==> config.mk <==
export PLATFORM = sky130hd
export DESIGN_NAME = cell_pace_sched
export DESIGN_NICKNAME = d
export VERILOG_FILES = /design/src/rtl/cps_pkg.sv /design/src/rtl/cps_pace_timer.sv /design/src/rtl/cps_chan_fifo.sv /design/src/rtl/cps_pace_table.sv /design/src/rtl/cps_level_arb.sv /design/src/rtl/cell_pace_sched.sv
export SDC_FILE = /design/constraint.sdc
export NUM_CORES = 1
export LEC_CHECK = 0
export ABC_AREA = 1
export BUFFER_PORTS_ARGS = -buffer_cell sky130_fd_sc_hd__buf_2
export CORE_ASPECT_RATIO = 0.9
export CORE_MARGIN = 2
export CORE_UTILIZATION = 50
export DETAILED_ROUTE_END_ITERATION = 12
export PLACE_DENSITY = 0.71
export SLEW_MARGIN = 10
export SYNTH_ARGS = -nofsm -noshare
export SYNTH_HDL_FRONTEND = slang
export SYNTH_SLANG_ARGS = --single-unit
==> constraint.sdc <==
create_clock -name clk -period 9.52 [get_ports clk]
set_clock_uncertainty 0.05 [all_clocks]
set_input_delay 1.428 -clock clk [delete_from_list [all_inputs] [get_ports clk]]
set_output_delay 1.428 -clock clk [all_outputs]
set_load 0.1 [all_outputs]
==> src/rtl/cps_pkg.sv <==
package cps_pkg;

    localparam int CPS_LEVELS    = 4;
    localparam int CPS_CH_W      = 8;
    localparam int CPS_TBL_DEPTH = 16;
    localparam int CPS_Q_DEPTH   = 4;
    localparam int CPS_PER_W     = 12;
    localparam int CPS_PER_MAX   = 4094;

    typedef struct packed {
        logic tbl_off;
        logic eq_share;
        logic last;
        logic irq_en;
    } lvl_ctrl_t;

    typedef enum logic {
        SRC_QUEUE = 1'b0,
        SRC_TABLE = 1'b1
    } src_e;

    // Effective period: zero acts as one, anything above the cap is cut.
    function automatic logic [CPS_PER_W-1:0] cps_clamp_period(input logic [CPS_PER_W-1:0] p);
        if (p == '0)
            return CPS_PER_W'(1);
        if (p > CPS_PER_W'(CPS_PER_MAX))
            return CPS_PER_W'(CPS_PER_MAX);
        return p;
    endfunction

endpackage

==> src/rtl/cps_pace_timer.sv <==
module cps_pace_timer
    import cps_pkg::*;
(
    input  logic                 clk,
    input  logic                 rst,
    input  logic [CPS_PER_W-1:0] period,
    output logic                 tick
);

    logic [CPS_PER_W-1:0] cnt;
    logic [CPS_PER_W-1:0] eff;

    assign eff  = cps_clamp_period(period);
    assign tick = (cnt >= eff - 1'b1);

    always_ff @(posedge clk) begin
        if (rst)
            cnt <= '0;
        else if (tick)
            cnt <= '0;
        else
            cnt <= cnt + 1'b1;
    end

    assert_period_cap_R8: assert property (@(posedge clk) disable iff (rst)
        cnt < CPS_PER_W'(CPS_PER_MAX));

endmodule

==> src/rtl/cps_chan_fifo.sv <==
module cps_chan_fifo #(
    parameter int DEPTH = 4,
    parameter int CH_W  = 8
) (
    input  logic            clk,
    input  logic            rst,
    input  logic            push,
    input  logic [CH_W-1:0] push_ch,
    input  logic            pop,
    output logic [CH_W-1:0] head,
    output logic            nonempty
);

    localparam int PW = $clog2(DEPTH);
    localparam int CW = $clog2(DEPTH + 1);
    localparam logic [PW-1:0] PTR_LAST = PW'(DEPTH - 1);

    logic [CH_W-1:0] mem [DEPTH];
    logic [PW-1:0]   wr_ptr;
    logic [PW-1:0]   rd_ptr;
    logic [CW-1:0]   count;
    logic            full;
    logic            do_push;
    logic            do_pop;

    assign full     = (count == CW'(DEPTH));
    assign nonempty = (count != '0);
    assign do_push  = push && !full;
    assign do_pop   = pop && nonempty;
    assign head     = mem[rd_ptr];

    always_ff @(posedge clk) begin
        if (rst) begin
            wr_ptr <= '0;
            rd_ptr <= '0;
            count  <= '0;
            for (int i = 0; i < DEPTH; i++)
                mem[i] <= '0;
        end else begin
            if (do_push) begin
                mem[wr_ptr] <= push_ch;
                wr_ptr      <= (wr_ptr == PTR_LAST) ? '0 : wr_ptr + 1'b1;
            end
            if (do_pop)
                rd_ptr <= (rd_ptr == PTR_LAST) ? '0 : rd_ptr + 1'b1;
            case ({do_push, do_pop})
                2'b10:   count <= count + 1'b1;
                2'b01:   count <= count - 1'b1;
                default: count <= count;
            endcase
        end
    end

    assert_full_drop_R10: assert property (@(posedge clk) disable iff (rst)
        (push && full && !pop) |=> (count == $past(count)));

    assert_pop_nonempty_R10: assert property (@(posedge clk) disable iff (rst)
        pop |-> nonempty);

endmodule

==> src/rtl/cps_pace_table.sv <==
module cps_pace_table #(
    parameter int DEPTH = 16,
    parameter int CH_W  = 8,
    parameter int IW    = $clog2(DEPTH)
) (
    input  logic            clk,
    input  logic            rst,
    input  logic            tick,
    input  logic            wr_en,
    input  logic [IW-1:0]   wr_idx,
    input  logic [CH_W-1:0] wr_ch,
    input  logic            issue,
    input  logic            watch,
    input  logic            clr,
    output logic            pending,
    output logic [CH_W-1:0] cur_ch,
    output logic            ovr
);

    localparam logic [IW-1:0] PTR_LAST = IW'(DEPTH - 1);

    logic [CH_W-1:0] slot [DEPTH];
    logic [IW-1:0]   ptr;
    logic            done;

    assign cur_ch  = slot[ptr];
    assign pending = (cur_ch != '0) && !done;

    always_ff @(posedge clk) begin
        if (rst) begin
            ptr  <= '0;
            done <= 1'b0;
            ovr  <= 1'b0;
            for (int i = 0; i < DEPTH; i++)
                slot[i] <= '0;
        end else begin
            if (wr_en)
                slot[wr_idx] <= wr_ch;
            if (tick) begin
                ptr  <= (ptr == PTR_LAST) ? '0 : ptr + 1'b1;
                done <= 1'b0;
            end else if (issue) begin
                done <= 1'b1;
            end
            if (tick && watch && pending && !issue)
                ovr <= 1'b1;
            else if (clr)
                ovr <= 1'b0;
        end
    end

    assert_issue_pending_R7: assert property (@(posedge clk) disable iff (rst)
        issue |-> pending);

    assert_once_per_visit_R7: assert property (@(posedge clk) disable iff (rst)
        (issue && !tick) |=> !pending);

    assert_ovr_sticky_R9: assert property (@(posedge clk) disable iff (rst)
        (ovr && !clr) |=> ovr);

endmodule

==> src/rtl/cps_level_arb.sv <==
module cps_level_arb #(
    parameter int LEVELS = 4,
    parameter int LW     = 2
) (
    input  logic [LEVELS-1:0] q_rdy,
    input  logic [LEVELS-1:0] t_rdy,
    input  logic [LEVELS-1:0] eq,
    input  logic [LEVELS-1:0] turn,
    input  logic [LEVELS-1:0] last,
    output logic              any,
    output logic [LW-1:0]     lvl,
    output logic              from_tbl,
    output logic [LEVELS-1:0] in_range
);

    always_comb begin
        logic stop;
        stop     = 1'b0;
        any      = 1'b0;
        lvl      = '0;
        from_tbl = 1'b0;
        for (int l = 0; l < LEVELS; l++) begin
            in_range[l] = !stop;
            if (!stop && !any && (q_rdy[l] || t_rdy[l])) begin
                any      = 1'b1;
                lvl      = LW'(l);
                from_tbl = t_rdy[l] && (!q_rdy[l] || (eq[l] && turn[l]));
            end
            if (last[l])
                stop = 1'b1;
        end
    end

endmodule

==> src/rtl/cell_pace_sched.sv <==
module cell_pace_sched
    import cps_pkg::*;
#(
    parameter int LEVELS    = CPS_LEVELS,
    parameter int CH_W      = CPS_CH_W,
    parameter int TBL_DEPTH = CPS_TBL_DEPTH,
    parameter int Q_DEPTH   = CPS_Q_DEPTH,
    localparam int LW       = $clog2(LEVELS),
    localparam int IW       = $clog2(TBL_DEPTH)
) (
    input  logic                 clk,
    input  logic                 rst,
    input  logic [CPS_PER_W-1:0] pace_period,
    input  logic                 phy_tx_clav,
    input  logic                 tbl_wr_en,
    input  logic [LW-1:0]        tbl_wr_lvl,
    input  logic [IW-1:0]        tbl_wr_idx,
    input  logic [CH_W-1:0]      tbl_wr_ch,
    input  logic                 q_push_en,
    input  logic [LW-1:0]        q_push_lvl,
    input  logic [CH_W-1:0]      q_push_ch,
    input  logic [LEVELS-1:0]    lvl_tbl_off,
    input  logic [LEVELS-1:0]    lvl_eq_share,
    input  logic [LEVELS-1:0]    lvl_last,
    input  logic [LEVELS-1:0]    ovr_irq_en,
    input  logic [LEVELS-1:0]    ovr_clr,
    output logic                 sel_valid,
    input  logic                 sel_ready,
    output logic [CH_W-1:0]      sel_ch,
    output logic [LW-1:0]        sel_lvl,
    output logic                 sel_from_tbl,
    output logic [LEVELS-1:0]    ovr_flag,
    output logic                 ovr_irq
);

    lvl_ctrl_t         ctrl [LEVELS];
    logic              tick;
    logic [LEVELS-1:0] q_rdy, t_rdy, t_pend, turn, in_range;
    logic [LEVELS-1:0] v_off, v_eq, v_last, v_irq;
    logic [CH_W-1:0]   q_head [LEVELS];
    logic [CH_W-1:0]   t_ch   [LEVELS];
    logic              arb_any, arb_tbl, fire;
    logic [LW-1:0]     arb_lvl;
    src_e              arb_src;
    logic [CH_W-1:0]   next_ch;

    cps_pace_timer u_timer (
        .clk    (clk),
        .rst    (rst),
        .period (pace_period),
        .tick   (tick)
    );

    for (genvar l = 0; l < LEVELS; l++) begin : g_lvl
        logic hit, pop, issue, twr, qpush;

        assign ctrl[l] = '{tbl_off: lvl_tbl_off[l], eq_share: lvl_eq_share[l],
                           last: lvl_last[l], irq_en: ovr_irq_en[l]};
        assign v_off[l]  = ctrl[l].tbl_off;
        assign v_eq[l]   = ctrl[l].eq_share;
        assign v_last[l] = ctrl[l].last;
        assign v_irq[l]  = ctrl[l].irq_en;

        assign hit   = fire && (arb_lvl == LW'(l));
        assign pop   = hit && (arb_src == SRC_QUEUE);
        assign issue = hit && (arb_src == SRC_TABLE);
        assign twr   = tbl_wr_en && (tbl_wr_lvl == LW'(l));
        assign qpush = q_push_en && (q_push_lvl == LW'(l));
        assign t_rdy[l] = t_pend[l] && !v_off[l];

        cps_chan_fifo #(.DEPTH(Q_DEPTH), .CH_W(CH_W)) u_q (
            .clk      (clk),
            .rst      (rst),
            .push     (qpush),
            .push_ch  (q_push_ch),
            .pop      (pop),
            .head     (q_head[l]),
            .nonempty (q_rdy[l])
        );

        cps_pace_table #(.DEPTH(TBL_DEPTH), .CH_W(CH_W), .IW(IW)) u_tbl (
            .clk     (clk),
            .rst     (rst),
            .tick    (tick),
            .wr_en   (twr),
            .wr_idx  (tbl_wr_idx),
            .wr_ch   (tbl_wr_ch),
            .issue   (issue),
            .watch   (in_range[l] && !v_off[l]),
            .clr     (ovr_clr[l]),
            .pending (t_pend[l]),
            .cur_ch  (t_ch[l]),
            .ovr     (ovr_flag[l])
        );

        // Share toggle: after a queue service the table is next, and vice versa.
        always_ff @(posedge clk) begin
            if (rst)
                turn[l] <= 1'b0;
            else if (hit)
                turn[l] <= (arb_src == SRC_QUEUE);
        end
    end

    cps_level_arb #(.LEVELS(LEVELS), .LW(LW)) u_arb (
        .q_rdy    (q_rdy),
        .t_rdy    (t_rdy),
        .eq       (v_eq),
        .turn     (turn),
        .last     (v_last),
        .any      (arb_any),
        .lvl      (arb_lvl),
        .from_tbl (arb_tbl),
        .in_range (in_range)
    );

    assign arb_src = arb_tbl ? SRC_TABLE : SRC_QUEUE;
    assign fire    = phy_tx_clav && (!sel_valid || sel_ready) && arb_any;
    assign next_ch = (arb_src == SRC_TABLE) ? t_ch[arb_lvl] : q_head[arb_lvl];
    assign ovr_irq = |(ovr_flag & v_irq);

    always_ff @(posedge clk) begin
        if (rst) begin
            sel_valid    <= 1'b0;
            sel_ch       <= '0;
            sel_lvl      <= '0;
            sel_from_tbl <= 1'b0;
        end else if (fire) begin
            sel_valid    <= 1'b1;
            sel_ch       <= next_ch;
            sel_lvl      <= arb_lvl;
            sel_from_tbl <= (arb_src == SRC_TABLE);
        end else if (sel_ready) begin
            sel_valid    <= 1'b0;
        end
    end

    assert_hold_stable_R1: assert property (@(posedge clk) disable iff (rst)
        (sel_valid && !sel_ready) |=>
            (sel_valid && $stable(sel_ch) && $stable(sel_lvl) && $stable(sel_from_tbl)));

    assert_no_clav_no_result_R1: assert property (@(posedge clk) disable iff (rst)
        (!phy_tx_clav && !sel_valid) |=> !sel_valid);

    assert_off_table_unused_R5: assert property (@(posedge clk) disable iff (rst)
        (fire && arb_tbl) |-> !lvl_tbl_off[arb_lvl]);

    assert_top_last_only_R6: assert property (@(posedge clk) disable iff (rst)
        (fire && lvl_last[0]) |=> (sel_lvl == '0));

endmodule

==> results.yml, run 1 <==
critical_path:
  critPathRequiredTime_ns: 9.97
  path_class: "register to register"
  endpoint_kind: "register"
  crit_fanout: 75
  r2r_cells: 22
  cp.arrival_ns: 6.73
  start_kind: "register"
detailed_routing:
  drt_iter0_drc: 3050
  routedWlPerCell_um: 19.4
  postRouteWirelength_um: 90900
  antenna_left: 0
  vias: 26077
  dr.pass1.iters: 6
  vias_per_cell: 5.55
  drc: 0
yosys:
  syn_inst: 3730
  syn_nets: 3826
  netlist_area_um2: 34500
  yosysWarnings: 0
  yosysSeqAreaShare: 0.617
  synth_ff_type: "edfxtp_1"
  synth_common_cells: "nor2_1 (971), nand2_1 (684), edfxtp_1 (640)"
  syn_area_per_cell_um2: 9.25
  synth_edf_count: 640
  synth.distinct_cells: 48
  async_flop_share: 0
  synth_area_leaders: "edfxtp_1 (56%), nor2_1 (11%), nand2_1 (7.4%), dfxtp_1 (6.0%), nand3_1 (4.6%)"
  synth-seq-cells: 744
  synth_most_common_cell: "nor2_1"
  synth_top_area_cell: "edfxtp_1"
  synth_top_area_share: 0.557
timing:
  slew_viol_final: 0
  setup_tns_ns: 0
  slew_headroom: 0.231
  fin_ws_ns: 3.24
  setup_viol: 0
  period_minus_slack_ns: 6.28
  tightest_slew_ns: 1.15
  rsz0062_at_grt: "false"
  min_period_over_period: 0.660
  hold_viol_final: 0
  clock.fmax_mhz: 159
global_route:
  grt_pass1_vias: 24003
  grt_start_max_net_pins: 129
  gr-total-overflow: 0
  gr-usage-all-layers: 0.254
  antenna_found_initial: 0
  grt_pass1_wl_um: 138000
power:
  leakagePower_nw: 15.0
  swShare: 0.253
  p_int_mw: 5.66
  comb_power_share: 0.098
  power_frac_seq: 0.499
  power.switching_mw: 1.92
  clkPwrFrac: 0.403
  ir_drop_uv: 125
  power.density_nw_per_um2: 201
hold_path:
  hold_path.class: "register to register"
  holdPathStages: 2
floorplan:
  die_area_um2: 71100
  start_util: 0.504
  core-area_um2: 68400
  die_h_um: 253
  rows: 91
  io_pins: 79
  die_w_um: 281
flow_run:
  maxCapViolCount: 0
cts:
  cts.sinks: 744
  clk_pin_slew_ns: 0.06
  tritoncts: "built"
  root_buffer: "clkbuf_16"
  clk-insertion-delay-late_ns: 0.63
  cts.path.max_buffers: 3
  cts_buffers: 79
  h-tree-depth: 3
  post_cts_buffers: 0
  holdBufCountCts: 0
  cts_resized: 0
placement:
  hpwl_um: 56100
  portBuffers: 77
  post-place-ws_ns: 3.43
  place_congestion: 0.899
cells_and_area:
  fillers: 5923
  post-route-util: 0.552
  regArea_um2: 21300
  nNetsFinal: 3798
  area_growth_pct: 9.53
  drive_gt1_frac: 0.0685
  multi_input_area_um2: 11200
  diodes: 0
status:
  status: "completed"
==> layer usage <==
metal	global-route usage	vias to the layer above	wire length [um]
met5	0	-	0
met4	0.0894	0	2730
met3	0.0384	174	8700
met2	0.388	1266	40700
met1	0.371	12263	38800
li1	-	12374	-
==> power groups by stage <==
stage          Sequential (mW)  Combinational (mW)  Clock, mW
6_report                  3.78               0.742       3.06
5_1_grt                   3.80               0.806       3.20
4_1_cts                   3.78               0.732       3.07
3_5_place_dp              3.85               0.727          0
3_3_place_gp              3.84               0.718          0
2_1_floorplan             3.91               0.429          0
==> cell usage in the layout (no fill, tap or decap), types with 3 or more instances in the layout <==
cell type,Yosys,routed
nor2_1,971,969
nand2_1,684,684
edfxtp_1,640,640
nand3_1,316,316
inv_1,259,259
o21ai_0,181,181
a21oi_1,108,108
dfxtp_1,104,99
clkbuf_16,0,81
buf_2,55,77
o211ai_1,53,53
ha_1,30,30
o21ai_1,24,24
buf_4,16,22
o22ai_1,20,20
clkinv_1,5,19
clkbuf_1,119,17
nor3_1,17,16
inv_2,15,15
nand4_1,15,15
xor2_1,11,11
a32o_1,11,11
clkinv_2,0,11
clkbuf_8,0,8
xnor2_1,7,7
o31ai_1,7,7
or2_2,6,6
bufinv_16,0,6
nand2_2,4,4
nor2_2,2,4
fa_1,4,4
dfxtp_2,0,4
inv_6,0,4
o21ai_2,3,3
nor3b_1,3,3
==> cells by family after synthesis <==
logic type / count (synthesis) / share of synthesized area
DFF: 744 / 0.617
and+or+nand+nor: 2026 / 0.236
AOI/OAI and AO/OA: 421 / 0.0696
adders and majority gates: 34 / 0.0132
buffers and inverters: 487 / 0.0593
xor gates and xnor gates: 18 / 0.00457
==> final timing paths <==
| path | to | start | slack [ns] |
|---|---|---|---|
| setup / recovery | g_lvl[2].u_q.count[2] | register | 3.24 |
| hold / removal | g_lvl[0].u_tbl.done | g_lvl[0].u_tbl.done | 0.40 |
| setup reg to reg | g_lvl[2].u_q.count[2] | register | 3.24 |
| hold reg to reg | g_lvl[0].u_tbl.done | g_lvl[0].u_tbl.done | 0.40 |
==> sequential cells by signal, indices dropped and copies added (netlist names), named ones only <==
signal and count:
g_lvl.u_q.count 12, g_lvl.u_q.mem 128, g_lvl.u_q.rd_ptr 8, g_lvl.u_q.wr_ptr 8, g_lvl.u_tbl.done 4, g_lvl.u_tbl.ovr 4, g_lvl.u_tbl.ptr 16, g_lvl.u_tbl.slot 512
sel_ch 8, sel_from_tbl 1, sel_lvl 2, sel_valid 1, turn 4, u_timer.cnt 12
==> cell type report <==
class,instances,area share
Sequential cell,744,0.564
Multi-Input combinational cell,2499,0.295
Clock buffer,106,0.0582
Tap cell,930,0.0308
Inverter,279,0.0278
Timing Repair Buffer,99,0.0146
Clock inverter,39,0.00927
==> stage by stage <==
step                      hold slack, ns  total power [mW]  cell area, um^2  cells
final                              0.402              7.58            37800   4696
after global routing               0.421              7.80            37800   4696
after CTS                          0.402              7.59            37800   4696
after detailed placement           0.392              4.58            35200   4551
after global placement             0.387              4.56            35200   4551
after floorplan                    0.380              4.34            34500   3730
==> worst max-delay path, cell delays in order (launching register included) <==
cell	delay [ns]
dfxtp_2	0.31
buf_4	0.59
inv_2	0.57
o21ai_0	0.41
nand3_1	0.19
nand3_1	0.13
nand2_1	0.12
nor2_1	0.14
nand2_1	0.06
o21ai_1	0.42
a21boi_1	0.22
nand3_2	0.56
nand2_4	0.38
nor2_1	0.33
nand2_1	0.10
nor3_1	0.34
ha_1	0.22
inv_1	0.07
fa_1	0.43
a21oi_1	0.14
o21ai_0	0.11
o21ai_0	0.15
a21oi_1	0.05
No activity file was read; power rests on OpenSTA's default activity.
==> run 2, diff against run 1 <==
Clock period 9.52 ns to 5.8 ns, I/O delays scaled along.
==> run 2 against run 1 <==
- non-clock buffer count grew 14
- flip-flop and latch count unchanged
- die area is the same
- clock-buffer cell count unchanged
- via count increased by 1.0%
- global-route usage increased by 0.29 points
- critical path type unchanged
==> results.yml, run 2 (same netlist as run 1, synthesis figures left out) <==
floorplan:
  die_area_um2: 71100
  core-area_um2: 68400
  die_h_um: 253
  io_pins: 79
  start_util: 0.504
  die_w_um: 281
  rows: 91
detailed_routing:
  antenna_left: 0
  dr.pass1.iters: 6
  drc: 0
  postRouteWirelength_um: 91600
  drt_iter0_drc: 3131
  vias: 26347
  routedWlPerCell_um: 19.4
  vias_per_cell: 5.59
power:
  ir_drop_uv: 270
  leakagePower_nw: 15.1
  power.density_nw_per_um2: 333
global_route:
  grt.busiest_layer: "met2"
  gr-usage-all-layers: 0.257
  gr-total-overflow: 0
  grt_use_met2: 0.397
  antenna_found_initial: 1
  gr-usage-met1: 0.368
  grt_pass1_wl_um: 140000
  grt_pass1_vias: 24636
  met3_usage: 0.0451
  grt_start_max_net_pins: 79
placement:
  place_congestion: 0.886
  portBuffers: 77
  hpwl_um: 58100
flow_run:
  maxCapViolCount: 0
cts:
  holdBufCountCts: 0
  cts_resized: 0
  tritoncts: "built"
  cts.sinks: 744
  root_buffer: "clkbuf_16"
  cts.path.max_buffers: 3
  clk_pin_slew_ns: 0.06
  clk-insertion-delay-late_ns: 0.65
  cts_buffers: 78
  h-tree-depth: 3
  post_cts_buffers: 0
critical_path:
  critPathRequiredTime_ns: 6.27
  path_class: "register to register"
  path_common_cell: "nand2_1"
  start_kind: "register"
  r2r_cells: 22
  worst_path_max_delay_cell: "buf_4"
  cp.arrival_ns: 5.52
  cp_cell_sequence: "buf_4 > nand2_1 > nand3_1 > nand3_1 > nand3_1 > nand2_1 > nor2_1 > nand2_1 > o21ai_2 > a21oi_2 > inv_2 > nand2_4 > nor2_1 > nand2_1 > nor3_1 > ha_1 > inv_1 > fa_1 > a21oi_1 > o21ai_0 > o21ai_0 > a21oi_1"
  crit_fanout: 69
  endpoint_kind: "register"
  slowest_delay_ns: 0.59
cells_and_area:
  nNetsFinal: 3811
  largest_reg_flops: 512
  diodes: 0
  drive_gt1_frac: 0.0733
  post-route-util: 0.557
  final_cell_mix: "nor2_1 (969), nand2_1 (684), edfxtp_1 (640)"
  top_register: "g_lvl.u_tbl.slot"
  final_common_cell: "nor2_1"
  largestRegisters: "g_lvl.u_tbl.slot x512, g_lvl.u_q.mem x128, g_lvl.u_tbl.ptr x16"
  area_growth_pct: 10.4
timing:
  clock.fmax_mhz: 198
  rsz0062_at_grt: "false"
  hold_viol_final: 0
  slew_headroom: 0.227
  setup_viol: 0
  setup_tns_ns: 0
  period_minus_slack_ns: 5.06
  min_period_over_period: 0.872
  tightest_slew_ns: 1.16
  slew_viol_final: 0
hold_path:
  hold_path.class: "register to register"
  holdPathStages: 2
status:
  status: "completed"
## run 2: cell types whose count changed in the layout (fill, tap and decap cells not counted), sizes merged
| cell | delta |
|---|---|
| buf | +14 |
| bufinv | +2 |
| clkinvlp | -2 |
| inv | +1 |
## run 2: final cells by class
type	count	area [um^2]
Clock buffer	106	2210
Inverter	279	1050
Multi-Input combinational cell	2499	11200
Timing Repair Buffer	113	693
Tap cell	930	1160
Clock inverter	40	507
Sequential cell	744	21300
Fill cell	5838	30300
## run 2: critical path, delay by kind of cell, from the launching register on
kind | cells | cell delay, ns
fa+ha+maj | 2 | 0.61
compound gates | 6 | 0.87
buf+inv | 3 | 1.19
flops | 1 | 0.33
simple gates | 11 | 1.85
## run 2: routing by layer
| layer | part of all wire | routed length (um) | vias up |
|---|---|---|---|
| met5 | 0.000076 | 7 | - |
| met4 | 0.033 | 3030 | 2 |
| met3 | 0.10 | 9200 | 202 |
| met2 | 0.45 | 40900 | 1289 |
| met1 | 0.42 | 38400 | 12456 |
| li1 | - | - | 12398 |
## run 2: power by group
| group | internal [mW] | switching (mW) |
|---|---|---|
| Combinational | 0.284 | 0.940 |
| Sequential | 6.08 | 0.125 |
| Clock | 3.07 | 2.17 |
| Total | 9.44 | 3.24 |
## run 2: final timing paths
path	to	startpoint	slack (ns)
hold / removal	g_lvl[3].u_tbl.done	g_lvl[3].u_tbl.done	0.40
setup / recovery	g_lvl[2].u_q.count[2]	register	0.74
setup reg to reg	g_lvl[2].u_q.count[2]	register	0.74
hold reg to reg	g_lvl[3].u_tbl.done	g_lvl[3].u_tbl.done	0.40
## run 2: per-stage QoR
step / hold WS, ns / instance area, um^2 / setup slack, ns / power, mW / std cells
6_report: 0.401 / 38100 / 0.743 / 12.7 / 4711
5_1_grt: 0.412 / 38100 / 0.244 / 13.0 / 4711
4_1_cts: 0.405 / 38100 / 0.924 / 12.7 / 4711
3_5_place_dp: 0.395 / 35400 / 0.891 / 7.51 / 4565
3_3_place_gp: 0.388 / 35400 / 0.909 / 7.49 / 4565
2_1_floorplan: 0.380 / 34500 / 1.85 / 7.13 / 3730
